File: src/rtl/lpcd_pkg.sv
package lpcd_pkg;
    localparam int AGC_W    = 10;
    localparam int GEAR_W   = 4;
    localparam int REG_W    = 16;
    localparam int GEAR_LSB = 10;

    typedef logic [AGC_W-1:0]  agc_t;
    typedef logic [GEAR_W-1:0] gear_t;
    typedef logic [REG_W-1:0]  word_t;

    typedef enum logic [1:0] {
        MODE_AUTO = 2'b00,
        MODE_SELF = 2'b01,
        MODE_RSV2 = 2'b10,
        MODE_RSV3 = 2'b11
    } mode_e;

    typedef enum logic [2:0] {
        ST_IDLE,
        ST_CAL,
        ST_SBY,
        ST_DET,
        ST_RDP,
        ST_WRP
    } state_e;

    typedef struct packed {
        gear_t gear;
        agc_t  agc;
    } ref_cfg_t;

    function automatic word_t pack_ref(ref_cfg_t r);
        return {{(REG_W-GEAR_W-AGC_W){1'b0}}, r.gear, r.agc};
    endfunction

    function automatic ref_cfg_t unpack_ref(word_t w);
        ref_cfg_t r;
        r.gear = w[GEAR_LSB +: GEAR_W];
        r.agc  = w[AGC_W-1:0];
        return r;
    endfunction

    function automatic agc_t sat_add(agc_t a, agc_t b);
        logic [AGC_W:0] s;
        s = {1'b0, a} + {1'b0, b};
        return s[AGC_W] ? '1 : s[AGC_W-1:0];
    endfunction

    function automatic agc_t sat_sub(agc_t a, agc_t b);
        return (a < b) ? '0 : (a - b);
    endfunction
endpackage

File: src/rtl/lpcd_ping_timer.sv
module lpcd_ping_timer #(
    parameter int FON_W   = 8,
    parameter int BASE_US = 62,
    parameter int STEP_US = 8
) (
    input  logic             clk,
    input  logic             rst,
    input  logic             go,
    input  logic [FON_W-1:0] fon,
    input  logic             us_tick,
    output logic             run,
    output logic             last
);
    localparam int MAX_US = BASE_US + STEP_US * ((1 << FON_W) - 1);
    localparam int LEN_W  = $clog2(MAX_US + 1);

    logic [LEN_W-1:0] len_q;
    logic [LEN_W-1:0] cnt_q;
    logic             run_q;

    assign run  = run_q;
    assign last = run_q && us_tick && (cnt_q == len_q - LEN_W'(1));

    always_ff @(posedge clk) begin
        if (rst) begin
            run_q <= 1'b0;
            cnt_q <= '0;
            len_q <= '0;
        end else if (go) begin
            run_q <= 1'b1;
            cnt_q <= '0;
            len_q <= LEN_W'(BASE_US) + LEN_W'(STEP_US) * LEN_W'(fon);
        end else if (run_q && us_tick) begin
            if (last) run_q <= 1'b0;
            else      cnt_q <= cnt_q + LEN_W'(1);
        end
    end

    assert_ping_bound_R2: assert property (@(posedge clk) disable iff (rst)
        run_q |-> (cnt_q < len_q));
endmodule

File: src/rtl/lpcd_standby_timer.sv
module lpcd_standby_timer #(
    parameter int SBY_W = 16
) (
    input  logic             clk,
    input  logic             rst,
    input  logic             go,
    input  logic [SBY_W-1:0] period,
    input  logic             ms_tick,
    output logic             run,
    output logic             done
);
    logic [SBY_W-1:0] cnt_q;
    logic [SBY_W-1:0] lim_q;
    logic             run_q;

    assign run  = run_q;
    assign done = run_q && ms_tick && (cnt_q == lim_q);

    always_ff @(posedge clk) begin
        if (rst) begin
            run_q <= 1'b0;
            cnt_q <= '0;
            lim_q <= '0;
        end else if (go) begin
            run_q <= 1'b1;
            cnt_q <= '0;
            lim_q <= (period == '0) ? '0 : period - SBY_W'(1);
        end else if (run_q && ms_tick) begin
            if (done) run_q <= 1'b0;
            else      cnt_q <= cnt_q + SBY_W'(1);
        end
    end
endmodule

File: src/rtl/lpcd_window_cmp.sv
module lpcd_window_cmp
    import lpcd_pkg::*;
(
    input  logic clk,
    input  logic rst,
    input  agc_t ref_val,
    input  agc_t thresh,
    input  agc_t sample,
    output logic outside
);
    agc_t hi;
    agc_t lo;

    always_comb begin
        hi      = sat_add(ref_val, thresh);
        lo      = sat_sub(ref_val, thresh);
        outside = (sample > hi) || (sample < lo);
    end

    assert_center_quiet_R4: assert property (@(posedge clk) disable iff (rst)
        (sample == ref_val) |-> !outside);

    assert_window_order_R5: assert property (@(posedge clk) disable iff (rst)
        lo <= hi);
endmodule

File: src/rtl/lpcd_seq.sv
module lpcd_seq
    import lpcd_pkg::*;
#(
    parameter int FON_W   = 8,
    parameter int SBY_W   = 16,
    parameter int BASE_US = 62,
    parameter int STEP_US = 8
) (
    input  logic               clk,
    input  logic               rst,
    input  logic               us_tick,
    input  logic               ms_tick,
    input  logic               agc_valid,
    input  logic [AGC_W-1:0]   agc_value,
    input  logic [1:0]         cfg_mode,
    input  logic [GEAR_W-1:0]  cfg_auto_gear,
    input  logic [AGC_W-1:0]   cfg_thresh,
    input  logic [FON_W-1:0]   cfg_fon,
    input  logic [SBY_W-1:0]   cfg_standby,
    input  logic [GEAR_W-1:0]  dpc_gear,
    input  logic               start,
    input  logic               clr,
    input  logic               ref_rd,
    input  logic               ref_wr,
    input  logic [REG_W-1:0]   ref_wdata,
    output logic               rf_en,
    output logic [GEAR_W-1:0]  gear_sel,
    output logic               wake_irq,
    output logic               err,
    output logic [REG_W-1:0]   ref_rdata,
    output logic               ref_done
);
    state_e   st_q, st_d;
    mode_e    mode;
    agc_t     held_q, eff_smp, det_ref_q, rd_val_q;
    gear_t    det_gear_q, gear_q, ping_gear;
    ref_cfg_t ref_reg_q;
    word_t    rdata_q;
    logic     hs_ok_q, rd_done_q, done_q, irq_q, err_q;
    logic     ping_go, sby_go, ping_last, ping_run, sby_done, sby_run, outside;
    logic     start_auto, start_self, start_rej, rd_fast, wr_acc;

    assign mode    = mode_e'(cfg_mode);
    assign eff_smp = agc_valid ? agc_value : held_q;

    lpcd_ping_timer #(.FON_W(FON_W), .BASE_US(BASE_US), .STEP_US(STEP_US)) u_ping (
        .clk(clk), .rst(rst), .go(ping_go), .fon(cfg_fon), .us_tick(us_tick),
        .run(ping_run), .last(ping_last)
    );

    lpcd_standby_timer #(.SBY_W(SBY_W)) u_sby (
        .clk(clk), .rst(rst), .go(sby_go), .period(cfg_standby), .ms_tick(ms_tick),
        .run(sby_run), .done(sby_done)
    );

    lpcd_window_cmp u_cmp (
        .clk(clk), .rst(rst), .ref_val(det_ref_q), .thresh(cfg_thresh),
        .sample(eff_smp), .outside(outside)
    );

    always_comb begin
        st_d       = st_q;
        ping_go    = 1'b0;
        sby_go     = 1'b0;
        ping_gear  = gear_q;
        start_auto = 1'b0;
        start_self = 1'b0;
        start_rej  = 1'b0;
        rd_fast    = 1'b0;
        wr_acc     = 1'b0;
        case (st_q)
            ST_IDLE: begin
                if (start) begin
                    if (mode == MODE_AUTO) begin
                        start_auto = 1'b1;
                        ping_go    = 1'b1;
                        ping_gear  = cfg_auto_gear;
                        st_d       = ST_CAL;
                    end else if (mode == MODE_SELF && hs_ok_q) begin
                        start_self = 1'b1;
                        sby_go     = 1'b1;
                        st_d       = ST_SBY;
                    end else begin
                        start_rej  = 1'b1;
                    end
                end else if (ref_rd) begin
                    if (hs_ok_q) begin
                        rd_fast   = 1'b1;
                    end else begin
                        ping_go   = 1'b1;
                        ping_gear = dpc_gear;
                        st_d      = ST_RDP;
                    end
                end else if (ref_wr) begin
                    wr_acc    = 1'b1;
                    ping_go   = 1'b1;
                    ping_gear = ref_wdata[GEAR_LSB +: GEAR_W];
                    st_d      = ST_WRP;
                end
            end
            ST_CAL: if (ping_last) begin
                sby_go = 1'b1;
                st_d   = ST_SBY;
            end
            ST_SBY: if (sby_done) begin
                ping_go   = 1'b1;
                ping_gear = det_gear_q;
                st_d      = ST_DET;
            end
            ST_DET: if (ping_last) begin
                if (outside) begin
                    st_d = ST_IDLE;
                end else begin
                    sby_go = 1'b1;
                    st_d   = ST_SBY;
                end
            end
            ST_RDP, ST_WRP: if (ping_last) st_d = ST_IDLE;
            default: st_d = ST_IDLE;
        endcase
    end

    always_ff @(posedge clk) begin
        if (rst) begin
            st_q       <= ST_IDLE;
            held_q     <= '0;
            det_ref_q  <= '0;
            det_gear_q <= '0;
            gear_q     <= '0;
            rd_val_q   <= '0;
            ref_reg_q  <= '0;
            rdata_q    <= '0;
            hs_ok_q    <= 1'b0;
            rd_done_q  <= 1'b0;
            done_q     <= 1'b0;
            irq_q      <= 1'b0;
            err_q      <= 1'b0;
        end else begin
            st_q   <= st_d;
            done_q <= 1'b0;
            if (ping_go) gear_q <= ping_gear;
            if (ping_run && agc_valid) held_q <= agc_value;

            if (start_auto) det_gear_q <= cfg_auto_gear;
            if (start_self) begin
                det_gear_q <= ref_reg_q.gear;
                det_ref_q  <= ref_reg_q.agc;
            end
            if (st_q == ST_CAL && ping_last) det_ref_q <= eff_smp;

            if (st_q == ST_RDP && ping_last) begin
                rd_val_q  <= eff_smp;
                rd_done_q <= 1'b1;
                rdata_q   <= pack_ref('{gear: gear_q, agc: eff_smp});
                done_q    <= 1'b1;
            end
            if (rd_fast) begin
                rdata_q <= pack_ref(ref_reg_q);
                done_q  <= 1'b1;
            end
            if (wr_acc) begin
                ref_reg_q <= unpack_ref(ref_wdata);
                hs_ok_q   <= rd_done_q && (ref_wdata[AGC_W-1:0] == rd_val_q);
                rd_done_q <= 1'b0;
            end
            if (st_q == ST_WRP && ping_last) done_q <= 1'b1;

            if (start_rej)                            err_q <= 1'b1;
            else if (clr || start_auto || start_self) err_q <= 1'b0;

            if (st_q == ST_DET && ping_last && outside) irq_q <= 1'b1;
            else if (clr)                               irq_q <= 1'b0;
        end
    end

    assign rf_en     = ping_run;
    assign gear_sel  = gear_q;
    assign wake_irq  = irq_q;
    assign err       = err_q;
    assign ref_rdata = rdata_q;
    assign ref_done  = done_q;

    assert_irq_sticky_R8: assert property (@(posedge clk) disable iff (rst)
        (wake_irq && !clr) |=> wake_irq);

    assert_rf_off_at_wake_R8: assert property (@(posedge clk) disable iff (rst)
        $rose(wake_irq) |-> !rf_en);

    assert_standby_dark_R3: assert property (@(posedge clk) disable iff (rst)
        sby_run |-> !rf_en);

    assert_reject_R12: assert property (@(posedge clk) disable iff (rst)
        (st_q == ST_IDLE && start && mode != MODE_AUTO && !hs_ok_q) |=> (err && !rf_en));
endmodule

File: config.mk
export PLATFORM = sky130hd
export DESIGN_NAME = lpcd_seq
export DESIGN_NICKNAME = d
export VERILOG_FILES = /design/src/rtl/lpcd_pkg.sv /design/src/rtl/lpcd_ping_timer.sv /design/src/rtl/lpcd_standby_timer.sv /design/src/rtl/lpcd_window_cmp.sv /design/src/rtl/lpcd_seq.sv
export SDC_FILE = /design/constraint.sdc
export NUM_CORES = 1
export LEC_CHECK = 0
export ABC_CLOCK_PERIOD_IN_PS = 5700
export CORE_MARGIN = 2
export CORE_UTILIZATION = 30
export CTS_CLUSTER_SIZE = 12
export DETAILED_ROUTE_END_ITERATION = 10
export GPL_TIMING_DRIVEN = 0
export MAX_ROUTING_LAYER = met4
export SYNTH_ARGS = -nofsm -noshare
export SYNTH_HDL_FRONTEND = slang
export SYNTH_HIERARCHICAL = 1
export SYNTH_SLANG_ARGS = --single-unit
File: constraint.sdc
create_clock -name clk -period 5.7 [get_ports clk]
set_input_delay 0.57 -clock clk [delete_from_list [all_inputs] [get_ports clk]]
set_output_delay 0.57 -clock clk [all_outputs]
set_load 0.02 [all_outputs]
==> flow_metrics.tcl, run 1 <==
set metrics [dict create \
    status "complete, no violations" \
    initial_core_util 0.304 \
    core_area_um2 26800 \
    antenna_found_initial 0 \
    drt_iter0_drc 461 \
    area_growth_pct 24.2 \
    avgRoutedWirePerCell_um 15.3 \
    rsz0062_at_grt "no" \
    hold_violations 0 \
    cts.root.buffer_cell "clkbuf_16" \
    p_per_area_nw_per_um2 285 \
    yosys.cell_count.top_type "nand2_1" \
    grt.met2_usage 0.268 \
    hpwl_um 17600 \
    clock_sink_count 130 \
    ir_worst_vdd_mv 0.188 \
    synth_top_area_cell "dfxtp_1" \
    drive_gt1_frac 0.0853 \
    fin_crit_ns 5.31 \
    pin_count 103 \
    die_w_um 169 \
    p_total_uw 2890 \
    clk_path_buf_depth 2 \
    cp-end-kind "register" \
    ant_nets 0 \
    synth_warnings 6 \
    grt_max_degree 17 \
    syn_inst 1019 \
    portBuffers 97 \
    clock_skew_ns 0.0154 \
    cts-hold-fix-buffers 0 \
    drc 0 \
    netlist_area_um2 8150 \
    routabilityCongestion 0.894 \
    clk_transition_reported_paths_ns 0.06 \
    htreeDepth 4 \
    synth_edf_count 0 \
    synth_top_area_frac 0.319 \
    p_leak_uw 0.00354 \
    ys.flop_type "dfxtp_1" \
    whs_path_depth 2 \
    synth-seq-cells 130 \
    nets 1261 \
    die_height_um 169 \
    numCtsBuffers 17 \
    grt-busiest-layer "met2" \
    dr_total_vias 7553 \
    setup-tns-final_ns 0 \
    max_cap_violations 0 \
    use_met3 0.0381 \
    cp.required_ns 6.05 \
    totalWireLength_um 22800 \
    worstMarginPinSlew_ns 0.732 \
    use_met1 0.215 \
    cts_tree "yes" \
    rows 60 \
    cp.arrival_ns 5.66 \
    first_pass_iters 5 \
    globalRouteTotalUtil 0.168 \
    synth_commonest_cells "nand2_1, dfxtp_1, a21oi_1" \
    fmax_ghz 0.188 \
    antenna_cells 0 \
    avgSynthCellArea_um2 8.00 \
    grt-ovfl-total 0 \
    hp-class "reg -> reg" \
    critical_path_class "in -> reg" \
    grt_pass1_wl_um 37500 \
    avgViaCountPerCell 5.07 \
    finalSetupViolCount 0 \
    r2r_cells 22 \
    maxSlewViolCount 0 \
    fin_crit_sh 0.932 \
    seq_area_frac_synth 0.319 \
    synthArstFlopShare 0 \
    worstSkewPairLatency_ns 0.43 \
    cp-start-kind "input pin" \
    synth.distinct_cells 80 \
    grt_pass1_vias 7389 \
    dieArea_um2 28500 \
    netlist_top_cells_area "dfxtp_1, nand2_1, ha_1, xnor2_1, a21oi_1" \
    relSlewSlack 0.508 \
    crit_fanout 10 \
]
layer usage:
layer  wire [um]  vias up
met5           0        -
met4         293        0
met3         986       29
met2       10600      130
met1       10900     3525
li1            -     3869
where the power goes:
| part | switching (uW) | internal [uW] |
|---|---|---|
| sequential | 69.4 | 981 |
| combinational | 433 | 346 |
| clock | 439 | 617 |
worst max-delay path, cell delays in order:
cell             delay [ns]
clkdlybuf4s50_1        0.49
ha_1                   0.16
inv_1                  0.05
fa_1                   0.41
o21bai_2               0.20
a211oi_2               0.11
o31ai_2                0.36
a21oi_2                0.13
o21bai_4               0.25
nor2_1                 0.09
ha_1                   0.29
a21oi_1                0.16
nor2b_1                0.06
o21ai_0                0.21
nand3b_1               0.11
o21ai_0                0.23
o31ai_2                0.16
o21ai_0                0.31
clkbuf_1               0.44
inv_1                  0.17
nor2_1                 0.16
o41ai_2                0.14
clkbuf_2               0.20
o21ai_0                0.19
sequential cells by signal, summed over array words and instances, names as in the netlist, 4 cells and up:
name and flops:
det_gear_q 4, det_ref_q 10, gear_sel 4, held_q 10, rd_val_q 10, ref_rdata 14
ref_reg_q 14, u_ping/cnt_q 12, u_ping/len_q 10, u_sby/cnt_q 16, u_sby/lim_q 16
per-stage QoR:
step	area, um^2	setup WS [ns]	instances	hold WS (ns)	utilization
final	10100	0.389	1490	0.455	0.378
after global routing	10100	0.0292	1490	0.478	0.378
after CTS	10100	0.439	1490	0.456	0.377
after detailed placement	9550	-0.00188	1458	0.447	0.356
after global placement	9550	-0.0763	1458	0.440	0.356
after floorplan	8150	1.59	1020	0.434	-
final cells by class:
cell class	instances	area [um^2]
Inverter	39	146
Clock buffer	19	443
Tap cell	341	427
Timing Repair Buffer	97	971
Fill cell	2782	16700
Multi-Input combinational cell	790	5110
Clock inverter	13	125
Sequential cell	130	2600
Buffer	61	294
worst paths after layout:
check,slack [ns],start,to
worst max-delay path,0.39,cfg_thresh[0],u_sby/lim_q[4]$_SDFFE_PP0P_
worst min-delay path,0.46,held_q[1]$_SDFFE_PP0P_,held_q[1]$_SDFFE_PP0P_
worst max register to register,0.61,det_ref_q[1]$_SDFFE_PP0P_,u_sby/lim_q[4]$_SDFFE_PP0P_
worst min register to register,0.46,held_q[1]$_SDFFE_PP0P_,held_q[1]$_SDFFE_PP0P_
cell usage in the layout (no fill, tap or decap), types with 15 or more instances in the layout:
master,n
a211oi_1,22
a21oi_1,88
a31oi_1,17
buf_2,17
clkbuf_1,32
clkbuf_16,17
clkdlybuf4s50_1,97
dfxtp_1,130
ha_1,44
inv_1,39
mux2i_1,15
nand2_1,164
nand2b_1,17
nand3_1,21
nand4_1,20
nor2_1,57
o211ai_1,23
o21ai_0,42
or3_1,19
or4_1,15
xnor2_1,53
cells by family after synthesis:
logic type	synth area share
AND/OR/NAND/NOR	0.246
AO/OA/AOI/OAI	0.203
XOR/XNOR	0.0709
adder cells (fa/ha/maj)	0.0725
flip-flops	0.319
other	0.000460
buffers and inverters	0.0541
multiplexers	0.0336
timing repair:
action	CTS	global route
setup endpoints to repair	0	9
setup buffers	0	0
gates resized for setup	0	1
Note: power is estimated with default switching activity, not from simulation.
==> run 2, diff against run 1 <==
--- a/config.mk
+++ b/config.mk
@@ -16,3 +16,4 @@
 export SYNTH_HDL_FRONTEND = slang
 export SYNTH_HIERARCHICAL = 1
 export SYNTH_SLANG_ARGS = --single-unit
+export TNS_END_PERCENT = 20
==> results of run 2 <==
No change in the layout: final DEF, timing and power equal those of run 1.
==> run 3, diff against run 2 <==
--- a/config.mk
+++ b/config.mk
@@ -5,6 +5,7 @@
 export SDC_FILE = /design/constraint.sdc
 export NUM_CORES = 1
 export LEC_CHECK = 0
+export ABC_AREA = 1
 export ABC_CLOCK_PERIOD_IN_PS = 5700
 export CORE_MARGIN = 2
 export CORE_UTILIZATION = 30
@@ -12,6 +13,7 @@
 export DETAILED_ROUTE_END_ITERATION = 10
 export GPL_TIMING_DRIVEN = 0
 export MAX_ROUTING_LAYER = met4
+export SLEW_MARGIN = 20
 export SYNTH_ARGS = -nofsm -noshare
 export SYNTH_HDL_FRONTEND = slang
 export SYNTH_HIERARCHICAL = 1
==> run 3 against run 2 <==
  * Hold slack worse by 0.0055 ns
  * Critical path depth down 2
  * Worst setup slack better by 0.87 ns
  * Highest routed layer unchanged
  * Sequential power about the same
  * Clock power up 8%
==> flow_metrics.tcl, run 3 <==
set metrics [dict create \
    synth_top_area_frac 0.295 \
    drt_iter0_drc 785 \
    clock_skew_ns 0.0126 \
    die_w_um 176 \
    setup-tns-final_ns 0 \
    fin_crit_sh 0.779 \
    status "complete, no violations" \
    reg.largest.list "u_sby/cnt_q (16), u_sby/lim_q (16)" \
    yosys.cell_count.top_type "nand2_1" \
    synth_warnings 6 \
    stdcell_area_um2 10900 \
    placed_area_um2 10300 \
    antenna_found_initial 0 \
    syn_inst 1341 \
    crit_fanout 10 \
    fillerInstances 3042 \
    avgSynthCellArea_um2 6.58 \
    p_per_area_nw_per_um2 272 \
    globalRouteTotalUtil 0.173 \
    fin_crit_ns 4.44 \
    worstMarginPinSlew_ns 0.982 \
    rsz0062_at_grt "no" \
    max_cap_violations 0 \
    synth.distinct_cells 49 \
    htreeDepth 4 \
    clock_sink_count 130 \
    core_area_um2 28900 \
    synthArstFlopShare 0 \
    netlist_top_cells_area "dfxtp_1, nand2_1, inv_1, nand3_1, ha_1" \
    slowest_delay_ns 0.58 \
    relSlewSlack 0.338 \
    clk_transition_reported_paths_ns 0.06 \
    worstSkewPairLatency_ns 0.43 \
    cts.root.buffer_cell "clkbuf_16" \
    synth_top_area_cell "dfxtp_1" \
    cts-hold-fix-buffers 0 \
    p_total_uw 2960 \
    drc 0 \
    avgViaCountPerCell 4.75 \
    drive_gt1_frac 0.105 \
    ant_nets 0 \
    synth_commonest_cells "nand2_1, inv_1, nor2_1" \
    netlist_area_um2 8830 \
    finalSetupViolCount 0 \
    ys.flop_type "dfxtp_1" \
    rows 62 \
    dr_total_vias 8817 \
    cts_resized 0 \
    grt_pass1_wl_um 42000 \
    hold_violations 0 \
    cp.arrival_ns 4.72 \
    crit_chain "clkdlybuf4s50_1 -> ha_1 -> inv_1 -> fa_1 -> o21ai_1 -> nand3_1 -> nand2_1 -> xor2_1 -> nor2_1 -> ha_1 -> nand4_1 -> nor3_1 -> nand3_1 -> o21ai_0 -> nand2_1 -> inv_1 -> nand3_1 -> nand2_1 -> nor2_1 -> inv_1 -> clkbuf_1 -> a21oi_2" \
    critPathTopFamily "buffers and inverters" \
    hp-class "reg -> reg" \
    cts_tree "yes" \
    routabilityCongestion 0.920 \
    post_cts_buffers 0 \
    fmax_ghz 0.225 \
    dieArea_um2 30800 \
    maxSlewViolCount 0 \
    critical_path_class "in -> reg" \
    synth-seq-cells 130 \
    hpwl_um 19800 \
    pin_count 103 \
    area_growth_pct 23.4 \
    final_common_cell "nand2_1" \
    numCtsBuffers 17 \
    grt-ovfl-total 0 \
    synth_edf_count 0 \
    layout_common_cells "nand2_1, inv_1, nor2_1, dfxtp_1, nand3_1" \
    die_height_um 176 \
    initial_core_util 0.306 \
    portBuffers 97 \
    antenna_cells 0 \
    avgRoutedWirePerCell_um 13.9 \
    ir_worst_vdd_mv 0.171 \
    seq_area_frac_synth 0.295 \
    totalWireLength_um 25800 \
    grt_pass1_vias 8369 \
    cpMaxStageDelayCell "clkbuf_1" \
    r2r_slack_ns 1.52 \
    cp-end-kind "register" \
    nets 1583 \
    first_pass_iters 7 \
    cp_num_buf_inv 5 \
    cp-start-kind "input pin" \
    clk_path_buf_depth 2 \
    p_leak_uw 0.00452 \
    cp.required_ns 5.98 \
    grt_max_degree 17 \
]
## run 3: cell types whose count changed after synthesis, sizes merged, moves of 27 or more
cell	change
nand3	+100
xnor2	-45
o21ai	+27
nor2	+92
nand2	+185
inv	+148
o22ai	+33
## run 3: metal layers
layer / vias up / GRT usage / share of wire
met5: - / - / 0
met4: 0 / 0.0451 / 0.012
met3: 23 / 0.0249 / 0.050
met2: 236 / 0.273 / 0.45
met1: 3973 / 0.232 / 0.48
li1: 4585 / - / -
## run 3: layout make-up
cell class	instances	area (um^2)	area share
tap	384	480	0.0441
inverter	189	712	0.0653
clock buffer	17	425	0.0390
timing repair buffer	97	971	0.0891
sequential	130	2600	0.239
clock inverter	15	189	0.0173
buffer	43	263	0.0241
multi-input combinational	980	5250	0.482
## run 3: final timing paths
kind                             startpoint                          end  cells after the start
hold reg to reg      held_q[5]$_SDFFE_PP0P_       held_q[5]$_SDFFE_PP0P_                      2
hold / removal       held_q[5]$_SDFFE_PP0P_       held_q[5]$_SDFFE_PP0P_                      2
setup reg to reg  det_ref_q[1]$_SDFFE_PP0P_  u_sby/cnt_q[7]$_SDFFE_PP0P_                     20
setup / recovery              cfg_thresh[0]  u_sby/cnt_q[7]$_SDFFE_PP0P_                     22
## run 3: where the power goes
group          internal, uW  switching [uW]  leakage [uW]
registers               968            49.2       0.00105
logic                   287             506       0.00317
clock network           669             485      0.000302
total                  1920            1040       0.00452
## run 3: cells by family (layout without fill, tap and decap cells)
group | count (synthesis) | in the layout | synth area share
buffers and inverters | 232 | 361 | 0.110
other | 1 | 2 | 0.000425
flip-flops | 130 | 130 | 0.295
AO/OA/AOI/OAI | 229 | 229 | 0.152
AND/OR/NAND/NOR | 661 | 661 | 0.334
XOR/XNOR | 42 | 42 | 0.0417
adder cells (fa/ha/maj) | 46 | 46 | 0.0669
## run 3: metrics by stage
step,setup WS (ns),hold slack [ns],cells,utilization
after CTS,1.33,0.452,1855,0.378
after global routing,0.979,0.470,1855,0.378
after floorplan,2.17,0.424,1342,-
after detailed placement,0.888,0.442,1823,0.356
final,1.26,0.450,1855,0.378
after global placement,0.972,0.436,1823,0.356
## run 3: tightest hold or removal path: stages, from the launching register on
cell	delay [ns]
dfxtp_1	0.30
inv_1	0.06
a21oi_1	0.05
